$ cat src/rtl/dir_pkg.sv
package dir_pkg;
  typedef enum logic [1:0] {
    BLK_UNC = 2'd0,
    BLK_SHR = 2'd1,
    BLK_EXC = 2'd2,
    BLK_RSV = 2'd3
  } blkState_t;

  typedef enum logic [1:0] {
    MSG_RD   = 2'd0,
    MSG_WR   = 2'd1,
    MSG_WB   = 2'd2,
    MSG_NONE = 2'd3
  } msgKind_t;

  typedef struct packed {
    logic latchReq;
    logic invPop;
    logic ownWrite;
    logic wbWrite;
    logic dirWrite;
  } dpCtl_t;
endpackage

$ cat src/rtl/dir_datapath.sv
module dir_datapath
  import dir_pkg::*;
#(
  parameter int NODES  = 4,
  parameter int BLOCKS = 16,
  parameter int DATA_W = 32,
  localparam int NODE_W = $clog2(NODES),
  localparam int ADDR_W = $clog2(BLOCKS)
) (
  input  logic              clk,
  input  logic              rstN,
  input  dpCtl_t            ctl,
  input  logic [1:0]        reqKind,
  input  logic [NODE_W-1:0] reqNode,
  input  logic [ADDR_W-1:0] reqAddr,
  input  logic [DATA_W-1:0] reqData,
  input  logic [DATA_W-1:0] ownData,
  output msgKind_t          curKind,
  output logic [NODE_W-1:0] curNode,
  output logic [ADDR_W-1:0] curAddr,
  output blkState_t         curState,
  output logic [NODES-1:0]  curShare,
  output logic [NODE_W-1:0] ownerNode,
  output logic              ownerIsReq,
  output logic              invAny,
  output logic              invLast,
  output logic [NODE_W-1:0] invNode,
  output logic [DATA_W-1:0] memData
);

  blkState_t         stateArr [BLOCKS];
  logic [NODES-1:0]  shareArr [BLOCKS];
  logic [DATA_W-1:0] memArr   [BLOCKS];

  logic [DATA_W-1:0] curData;
  logic [NODES-1:0]  invMask;
  logic [NODES-1:0]  curBit;
  logic [NODES-1:0]  invBit;
  blkState_t         nxtState;
  logic [NODES-1:0]  nxtShare;

  function automatic logic [NODE_W-1:0] lowIdx(input logic [NODES-1:0] v);
    lowIdx = '0;
    for (int i = NODES - 1; i >= 0; i--) begin
      if (v[i]) lowIdx = NODE_W'(i);
    end
  endfunction

  assign curState   = stateArr[curAddr];
  assign curShare   = shareArr[curAddr];
  assign memData    = memArr[curAddr];
  assign curBit     = NODES'(1) << curNode;
  assign ownerNode  = lowIdx(curShare);
  assign ownerIsReq = (curShare & curBit) != '0;
  assign invNode    = lowIdx(invMask);
  assign invBit     = NODES'(1) << invNode;
  assign invAny     = invMask != '0;
  assign invLast    = invAny && ((invMask & ~invBit) == '0);

  always_comb begin
    case (curKind)
      MSG_RD: begin
        nxtState = BLK_SHR;
        nxtShare = (curState == BLK_UNC) ? curBit : (curShare | curBit);
      end
      MSG_WR: begin
        nxtState = BLK_EXC;
        nxtShare = curBit;
      end
      default: begin
        nxtState = BLK_UNC;
        nxtShare = '0;
      end
    endcase
  end

  always_ff @(posedge clk or negedge rstN) begin
    if (!rstN) begin
      for (int i = 0; i < BLOCKS; i++) begin
        stateArr[i] <= BLK_UNC;
        shareArr[i] <= '0;
        memArr[i]   <= DATA_W'((i + 1) * 32'h0101_0101);
      end
      curKind <= MSG_NONE;
      curNode <= '0;
      curAddr <= '0;
      curData <= '0;
      invMask <= '0;
    end else begin
      if (ctl.latchReq) begin
        curKind <= msgKind_t'(reqKind);
        curNode <= reqNode;
        curAddr <= reqAddr;
        curData <= reqData;
        invMask <= shareArr[reqAddr] & ~(NODES'(1) << reqNode);
      end
      if (ctl.invPop) invMask <= invMask & ~invBit;
      if (ctl.dirWrite) begin
        stateArr[curAddr] <= nxtState;
        shareArr[curAddr] <= nxtShare;
      end
      if (ctl.wbWrite)  memArr[curAddr] <= curData;
      if (ctl.ownWrite) memArr[curAddr] <= ownData;
    end
  end

  // an Exclusive block has exactly one owner bit
  p_excl_one_owner_r3: assert property (@(posedge clk) disable iff (!rstN)
    (stateArr[curAddr] == BLK_EXC) |-> ($countones(shareArr[curAddr]) == 1));

  // an Uncached block has an empty presence vector
  p_uncached_empty_r7: assert property (@(posedge clk) disable iff (!rstN)
    (stateArr[curAddr] == BLK_UNC) |-> (shareArr[curAddr] == '0));

  // a Shared block has at least one sharer
  p_shared_nonempty_r4: assert property (@(posedge clk) disable iff (!rstN)
    (stateArr[curAddr] == BLK_SHR) |-> (shareArr[curAddr] != '0));

endmodule

$ cat src/rtl/dir_control.sv
module dir_control
  import dir_pkg::*;
(
  input  logic      clk,
  input  logic      rstN,
  input  logic      reqValid,
  input  logic      invReady,
  input  logic      fetReady,
  input  logic      ownValid,
  input  logic      rspReady,
  input  msgKind_t  curKind,
  input  blkState_t curState,
  input  logic      ownerIsReq,
  input  logic      invAny,
  input  logic      invLast,
  output dpCtl_t    ctl,
  output logic      reqReady,
  output logic      invValid,
  output logic      fetValid,
  output logic      fetInval,
  output logic      ownReady,
  output logic      rspValid
);

  typedef enum logic [2:0] {
    S_IDLE, S_DECIDE, S_INV, S_FETCH, S_WAIT, S_REPLY
  } ctlState_t;

  ctlState_t st, nxt;

  assign fetInval = (curKind == MSG_WR);

  always_comb begin
    nxt      = st;
    ctl      = '0;
    reqReady = 1'b0;
    invValid = 1'b0;
    fetValid = 1'b0;
    ownReady = 1'b0;
    rspValid = 1'b0;
    case (st)
      S_IDLE: begin
        reqReady = 1'b1;
        if (reqValid) begin
          ctl.latchReq = 1'b1;
          nxt = S_DECIDE;
        end
      end
      S_DECIDE: begin
        case (curKind)
          MSG_RD: nxt = (curState == BLK_EXC && !ownerIsReq) ? S_FETCH : S_REPLY;
          MSG_WR: begin
            if (curState == BLK_EXC)      nxt = ownerIsReq ? S_REPLY : S_FETCH;
            else if (curState == BLK_SHR) nxt = invAny ? S_INV : S_REPLY;
            else                          nxt = S_REPLY;
          end
          MSG_WB: begin
            if (curState == BLK_EXC && ownerIsReq) begin
              ctl.wbWrite  = 1'b1;
              ctl.dirWrite = 1'b1;
            end
            nxt = S_IDLE;
          end
          default: nxt = S_IDLE;
        endcase
      end
      S_INV: begin
        invValid = 1'b1;
        if (invReady) begin
          ctl.invPop = 1'b1;
          if (invLast) nxt = S_REPLY;
        end
      end
      S_FETCH: begin
        fetValid = 1'b1;
        if (fetReady) nxt = S_WAIT;
      end
      S_WAIT: begin
        ownReady = 1'b1;
        if (ownValid) begin
          ctl.ownWrite = 1'b1;
          nxt = S_REPLY;
        end
      end
      S_REPLY: begin
        rspValid = 1'b1;
        if (rspReady) begin
          ctl.dirWrite = 1'b1;
          nxt = S_IDLE;
        end
      end
      default: nxt = S_IDLE;
    endcase
  end

  always_ff @(posedge clk or negedge rstN) begin
    if (!rstN) st <= S_IDLE;
    else       st <= nxt;
  end

  // no new request is accepted while owner data is awaited
  p_busy_while_wait_r10: assert property (@(posedge clk) disable iff (!rstN)
    ownReady |-> !reqReady);

  // once a request is accepted, the next cycle is busy
  p_accept_closes_r10: assert property (@(posedge clk) disable iff (!rstN)
    (reqValid && reqReady) |=> !reqReady);

endmodule

$ cat src/rtl/dir_home_ctrl.sv
module dir_home_ctrl
  import dir_pkg::*;
#(
  parameter int NODES  = 4,
  parameter int BLOCKS = 16,
  parameter int DATA_W = 32,
  localparam int NODE_W = $clog2(NODES),
  localparam int ADDR_W = $clog2(BLOCKS)
) (
  input  logic              clk,
  input  logic              rstN,
  input  logic              reqValid,
  output logic              reqReady,
  input  logic [1:0]        reqKind,
  input  logic [NODE_W-1:0] reqNode,
  input  logic [ADDR_W-1:0] reqAddr,
  input  logic [DATA_W-1:0] reqData,
  output logic              rspValid,
  input  logic              rspReady,
  output logic [NODE_W-1:0] rspNode,
  output logic [ADDR_W-1:0] rspAddr,
  output logic [DATA_W-1:0] rspData,
  output logic              invValid,
  input  logic              invReady,
  output logic [NODE_W-1:0] invNode,
  output logic [ADDR_W-1:0] invAddr,
  output logic              fetValid,
  input  logic              fetReady,
  output logic [NODE_W-1:0] fetNode,
  output logic [ADDR_W-1:0] fetAddr,
  output logic              fetInval,
  input  logic              ownValid,
  output logic              ownReady,
  input  logic [DATA_W-1:0] ownData
);

  dpCtl_t            ctl;
  msgKind_t          curKind;
  logic [NODE_W-1:0] curNode;
  logic [ADDR_W-1:0] curAddr;
  blkState_t         curState;
  logic [NODES-1:0]  curShare;
  logic [NODE_W-1:0] ownerNode;
  logic              ownerIsReq;
  logic              invAny;
  logic              invLast;
  logic [NODE_W-1:0] invNodeDp;
  logic [DATA_W-1:0] memData;

  dir_datapath #(.NODES(NODES), .BLOCKS(BLOCKS), .DATA_W(DATA_W)) dp_i (
    .clk(clk), .rstN(rstN), .ctl(ctl),
    .reqKind(reqKind), .reqNode(reqNode), .reqAddr(reqAddr), .reqData(reqData),
    .ownData(ownData),
    .curKind(curKind), .curNode(curNode), .curAddr(curAddr),
    .curState(curState), .curShare(curShare),
    .ownerNode(ownerNode), .ownerIsReq(ownerIsReq),
    .invAny(invAny), .invLast(invLast), .invNode(invNodeDp),
    .memData(memData)
  );

  dir_control ctl_i (
    .clk(clk), .rstN(rstN),
    .reqValid(reqValid), .invReady(invReady), .fetReady(fetReady),
    .ownValid(ownValid), .rspReady(rspReady),
    .curKind(curKind), .curState(curState), .ownerIsReq(ownerIsReq),
    .invAny(invAny), .invLast(invLast),
    .ctl(ctl), .reqReady(reqReady), .invValid(invValid),
    .fetValid(fetValid), .fetInval(fetInval), .ownReady(ownReady),
    .rspValid(rspValid)
  );

  assign rspNode = curNode;
  assign rspAddr = curAddr;
  assign rspData = memData;
  assign invNode = invNodeDp;
  assign invAddr = curAddr;
  assign fetNode = ownerNode;
  assign fetAddr = curAddr;

  // an invalidation never targets the requester
  p_no_self_inv_r11: assert property (@(posedge clk) disable iff (!rstN)
    invValid |-> (invNode != curNode));

  // a stalled reply stays valid with the same data
  p_rsp_hold_r12: assert property (@(posedge clk) disable iff (!rstN)
    (rspValid && !rspReady) |=> (rspValid && $stable(rspData) && $stable(rspNode)));

  // a stalled invalidation stays valid with the same target
  p_inv_hold_r12: assert property (@(posedge clk) disable iff (!rstN)
    (invValid && !invReady) |=> (invValid && $stable(invNode)));

  // a fetch is only issued to a node other than the requester
  p_fetch_other_r6: assert property (@(posedge clk) disable iff (!rstN)
    fetValid |-> (fetNode != curNode));

endmodule

$ cat config.mk
export PLATFORM = sky130hd
export DESIGN_NAME = dir_home_ctrl
export DESIGN_NICKNAME = d
export VERILOG_FILES = /design/src/rtl/dir_pkg.sv /design/src/rtl/dir_datapath.sv /design/src/rtl/dir_control.sv /design/src/rtl/dir_home_ctrl.sv
export SDC_FILE = /design/constraint.sdc
export NUM_CORES = 2
export LEC_CHECK = 0
export BUFFER_PORTS_ARGS = -buffer_cell sky130_fd_sc_hd__buf_2
export CAP_MARGIN = 40
export CORE_ASPECT_RATIO = 0.6
export CORE_UTILIZATION = 50
export DETAILED_ROUTE_END_ITERATION = 12
export HOLD_SLACK_MARGIN = 0.1
export PLACE_DENSITY = 0.67
export SLEW_MARGIN = 20
export SYNTH_ARGS = -nofsm -noshare
export SYNTH_HDL_FRONTEND = slang
export SYNTH_SLANG_ARGS = --single-unit
$ cat constraint.sdc
create_clock -name clk -period 6.87 [get_ports clk]
set_input_delay 0.687 -clock clk [delete_from_list [all_inputs] [get_ports clk]]
set_output_delay 0.687 -clock clk [all_outputs]
set_load 0.01 [all_outputs]
# [Yosys cells after proc, flatten, opt, wreduce, memory -nomap -nowiden]
# Cells that the tools add are included.
[word_totals] ff_bits=655 in_bits=79 out_inout_bits=56 elab_cells=162
[op_classes] n_lt_le_gt_ge=3 n_eq_ne=15 shifts=3 mux=66 bitwise_logic=8 reduce_logical=13
[ops] op="$bwmux W512" n=2
[ops] op="$mux W512" n=2
[ops] op="$bmux W32 S4" n=1
[ops] op="$demux W32 S4" n=1
[ops] op="$mux W32" n=3
[ops] op="$bwmux W64" n=1
[ops] op="$mux W3" n=11
[ops] op="$bmux W4 S4" n=2
[ops] op="$bwmux W32" n=1
[ops] op="$mux W4" n=8
[ops] op="$mux W2" n=13
[ops] op="$pmux W3 S6" n=1
[ops] op="$demux W4 S4" n=1
[ops] op="$mux W1" n=13
[ops] op="$and A4 B4 Y4" n=3
[ops] op="$shl A1 B2 Y4 const A" n=3
[ops] op="$ge A5 B5 Y1 const B" n=2
[ops] op="$ne A2 B2 Y1 const B" n=5
[ops] op="$not A4 Y5" n=2
[ops] op="$bmux W2 S4" n=1
[ops] op="$demux W2 S4" n=1
[ops] op="$not A4 Y4" n=2
[ops] op="$pmux W4 S2" n=1
[ops] op="$reduce_bool A4 Y1" n=2
[ops] op="18 further kinds" n=26

# [Logic depth before layout (Yosys ltp)]
[depth] ltp_word=13 depth_mapped=14 mapped_depth_nobuf=7

# [Hierarchy]
# Synthesis repeated with hierarchy kept, for this count alone.
[unflattened] hier_cells=3234 hier_area_um2=35325.1
[by_module_without_submodules] mod="dir_datapath" n_inst=1 cells_per_inst=3176 area_each_um2=34898.5 seq_area_each_um2=16483.3
[by_module_without_submodules] mod="dir_control" n_inst=1 cells_per_inst=50 area_each_um2=366.6 seq_area_each_um2=75.1
[by_module_without_submodules] mod="dir_home_ctrl" n_inst=1 cells_per_inst=8 area_each_um2=60.1 seq_area_each_um2=0.0

# [Worst setup path after synthesis]
# OpenSTA, ideal clock, no wires.
[synth_path] kind="reg2out" start="register dp_i.curAddr[0]" end="output port rspData[0]" arrival_ns=2.977 required_time_ns=6.183 path_slack_ns=3.206 path_stages_with_launch=7 n_path_buf=4 path_cell_list="dfrtp_1 > clkbuf_1 > clkbuf_1 > clkbuf_1 > buf_1 > mux4_2 > mux4_2"
[synth_between] elab_chain_len=4
[synth_lines] item="start: declaration" line="dir_datapath.sv:20" text="output logic [ADDR_W-1:0] curAddr,"
[synth_lines] item="start signal: assignment" line="dir_datapath.sv:93" text="curAddr <= reqAddr;"
[synth_lines] item="$not A4 Y5 (not written as such)" line="dir_datapath.sv:51" text="assign memData = memArr[curAddr];"
[synth_lines] item="$bmux W32 S4" line="dir_datapath.sv:51"
[synth_lines] item="$mux W32 (not written as such) (2 in a row)" line="dir_datapath.sv:51"
[synth_lines] item="end: declaration" line="dir_home_ctrl.sv:22" text="output logic [DATA_W-1:0] rspData,"
# No other way between the ends. The select of a mux whose other input is x is not followed.

# [Worst setup path in the final report]
[layout_path] start="register dp_i.curAddr[3]" end="register dp_i.stateArr[20] (netlist bit)"
[layout_between] elab_chain_len=10
[layout_lines] item="$not A4 Y5 (not written as such) *" line="dir_datapath.sv:49, dir_datapath.sv:50, dir_datapath.sv:99"
[layout_lines] item="$bmux W4 S4" line="dir_datapath.sv:50" text="assign curShare = shareArr[curAddr];"
[layout_lines] item="$mux W4 (not written as such) (2 in a row)" line="dir_datapath.sv:50"
[layout_lines] item="$and A4 B4 Y4" line="dir_datapath.sv:54" text="assign ownerIsReq = (curShare & curBit) != '0;"
[layout_lines] item="$reduce_bool A4 Y1" line="dir_datapath.sv:54"
[layout_lines] item="$logic_and A1 B1 Y1" line="dir_control.sv:58" text="if (curState == BLK_EXC && ownerIsReq) begin"
[layout_lines] item="$mux W2" line="dir_control.sv:58"
[layout_lines] item="$mux W2" line="dir_control.sv:50" text="case (curKind)"
[layout_lines] item="$pmux W1 S2" line="dir_control.sv:41" text="case (st)"
[layout_lines] item="end signal: indexed assignment" line="dir_datapath.sv:99" text="stateArr[curAddr] <= nxtState;"
[layout_lines] item="end: declaration" line="dir_datapath.sv:31" text="blkState_t stateArr [BLOCKS];"
# Mark *: on every way between the ends. The rest lies on a longest branch, timed or not. The select of a mux whose other input is x is not followed.
# A chain may end at the register's enable or synchronous reset.

==> key figures <==
Run status
  • Run status: completed

Yosys
  • Post-Synth Simple-Gate Area: ~8%
  • Compound-cell area share of the yosys netlist: 10.5%
  • Synth Area in Adders: 0%
  • Post-Syn Instances: 3153
  • Post-Syn Area: about 0.035 mm²
  • Ys Warns: 0
  • Register area share after synthesis: a little under half
  • Largest family of logic cells by synthesized area: multiplexers
  • Number of distinct library cells after synthesis: 47
  • Asr flop ratio synth: 100%
  • Mux cell area share after synthesis: roughly 30%
  • Post-synthesis average cell area: 11.2 µm²
  • Synth Register Bits: 655
  • Syn Nets: between 3000 and 4000
  • Number of synthesized flops with an enable pin: 0
  • Post-Synth XOR/XNOR Area: less than 1%
  • Most frequently used flop master after synthesis: dfrtp_1

CTS
  • H-tree depth: 3
  • Root buf cell: clkbuf_16
  • Sink Count: 655
  • Clock Tree Buf Depth: 3
  • Num CTS Buffers: between 60 and 70
  • Reg clk slew, reported paths: roughly 0.07 ns
  • CTS-repair resized insts: 0
  • CTS tree: done
  • Latest clock arrival within the worst-skew pair: 0.62 ns

Worst setup path
  • Critical path cell sequence: buf_4 > mux4_2 > mux2i_1 > mux2_2 > o211ai_1 > buf_4 > nand3_2 > a21oi_1 > mux2_2
  • Worst stage delay on the critical path: 0.82 ns
  • CP Data Arrival Time: 5.59 ns
  • Critical path data required time: 7.37 ns
  • Crit path launch type: register
  • Top Family by Delay on Critical Path: multiplexers
  • Slowest CP cell: dfrtp_4
  • Max FO, Critical Path: 37
  • Crit end category: register
  • Setup CP Type: register to register
  • Buf+Inv Stages, Crit Path: 2

Floorplanning
  • Initial Utilization: between 50% and 60%
  • Die Y: slightly above 200 µm
  • Die ar.: 0.0718 mm²
  • Die width: ~350 µm
  • Site row count: 75
  • Core footprint: 0.0699 mm²
  • Ports: 135

Route
  • Routed vias: 26000
  • ANT nets after route: 0
  • Drt wl/cell: ~27 µm
  • Drt initial violations: 3089
  • Via density: 6.39
  • DR pass1 iterations: 8
  • DRC viols: 0
  • Routed Wire Length: 109 mm

Global route
  • Tot GR Track Use: 30.6%
  • Gr ovfl total: 0
  • Vias in the first global route: 25900
  • Largest net degree at the start of global routing: between 150 and 200
  • Initial antenna violation count: 8
  • First-pass GRT wire length: 165 mm

Timing
  • Slew at the pin closest to its max-slew limit: 1.04 ns
  • Fmax: 197 MHz
  • Final hold vios: 0
  • Worst slew margin: between 30% and 40%
  • Final hold slack: just under 0.3 ns
  • Min Tclk post-route: 5.08 ns
  • Final Max Tran Viols: 0
  • # setup viols final: 0
  • RSZ-0062 raised after global routing: false
  • Setup Skew: 0.0168 ns
  • Final setup TNS: 0 ns
  • Final Cycle Share: 74.0%

Place
  • Routability cong.: approximately 0.94
  • PortBufs: 134
  • DP HPWL: around 66 mm

Layout
  • Filler instances: 5692
  • FF+latch area: 0.0166 mm²
  • Most frequent cells in the layout: nor2_1, mux2i_1, a21oi_1
  • NumNets Final: about 3200
  • Layout cells sized above 1: 25.0%
  • Commonest non-fill, non-tap cell in the layout: nor2_1
  • Layout area overhead: 11.0%
  • Area of the multi-input gates: 0.0173 mm²

Power and ir drop
  • Lkg Pwr: 17.8 nW
  • Peak VDD IR: around 0.24 mV
  • Total power: approximately 17 mW
  • Power per cell area: 423 mW/mm²

Job
  • Max Cap Viol: 0

Worst hold path
  • Hold Path Class: primary input to register
-- synthesized netlist by cell type, types with 4 or more instances --
library cell  instances  area share [%]
nand4_4               9            0.54
a22oi_1              10            0.21
mux2i_1             537              15
buf_4                16            0.34
nand2b_1              8            0.14
dfrtp_1             521              37
mux4_2              199              13
o21ai_0              12            0.17
o32a_1               33            0.93
clkbuf_1            233             2.5
mux2_2               74             2.4
o21ai_1               4           0.057
a21oi_1             525             7.4
a21oi_4              11            0.51
dfstp_2             134              10
nand4_1               7            0.12
buf_1                57            0.61
o22a_1               32            0.79
nand3_1              17            0.24
nor2_1              554             5.9
nor2b_1              10            0.18
buf_2                55            0.78
and2_1                5           0.089
nor3_1               12            0.17
nand2_1              45            0.48
-- sequential cells by signal, indices dropped and copies added, names as in the netlist --
name           flops
dp_i.stateArr     32
dp_i.curAddr       4
dp_i.memArr      512
dp_i.curKind       2
ctl_i.st           3
dp_i.curNode       2
dp_i.shareArr     64
dp_i.curData      32
dp_i.invMask       4
-- power breakdown --
group / internal [mW] / leakage [nW] / total, mW / switching, mW
logic: 2.84 / 10.1 / 5.60 / 2.76
clock network: 2.35 / 1.16 / 3.97 / 1.62
registers: 5.41 / 6.59 / 7.05 / 1.63
total: 10.6 / 17.8 / 16.6 / 6.01
-- cells by family (layout without fill, tap and decap cells) --
family          Yosys count  in the layout
buf+inv                 367            346
mux                     810            810
compound gates          646            646
other cells               0              5
flops                   655            655
simple gates            674            674
xor+xnor                  1              1
-- final cells by class --
cell class	instances	share of cell area, %
tap	924	2.95
clock inverter	27	0.903
inverter	3	0.0287
clock buffer	95	5.12
timing repair buffer	221	4.58
sequential	655	42.3
antenna	5	0.0319
multi-input combinational	2131	44.1
-- metal layers --
layer  vias up  track usage [%]  wire, µm
met2      1364             44.0     47200
met5         -                0        45
met4         6             9.13      2680
met1     13200             43.8     46700
li1      11200                -         -
met3       200             10.4     12300
-- stage by stage --
stage	instance area (µm²)	std cells	setup WS (ns)	utilization, %
5_1_grt	39200	4060	1.64	56.1
3_3_place_gp	36200	3902	2.01	51.7
3_5_place_dp	36500	3918	1.85	52.2
4_1_cts	38900	4041	1.85	55.6
2_1_floorplan	35300	3153	3.21	-
6_report	39200	4061	1.79	56.1
-- path summary, 6_finish.rpt --
kind	slack, ns	cells past startpoint	from	to
worst max-delay path	1.79	9	dp_i.curAddr[3]$_DFFE_PN0P_	dp_i.stateArr[20]$_DFFE_PN0P_
worst min-delay path	0.29	2	reqData[11]	dp_i.curData[11]$_DFFE_PN0P_
worst max register to register	1.79	9	dp_i.curAddr[3]$_DFFE_PN0P_	dp_i.stateArr[20]$_DFFE_PN0P_
worst min register to register	0.54	1	dp_i.shareArr[46]$_DFFE_PN0P_	dp_i.shareArr[46]$_DFFE_PN0P_
max in group asynchronous	4.75	3	rstN	dp_i.curAddr[0]$_DFFE_PN0P_
min in group asynchronous	0.62	2	rstN	dp_i.memArr[411]$_DFF_PN0_
-- repair_timing --
| item | in CTS | in global routing |
|---|---|---|
| buffers inserted | 0 | 0 |
| endpoints found under the hold margin | 55 | 0 |
| hold buffers | 1 | 0 |
Note: power is estimated with default switching activity, not from simulation.
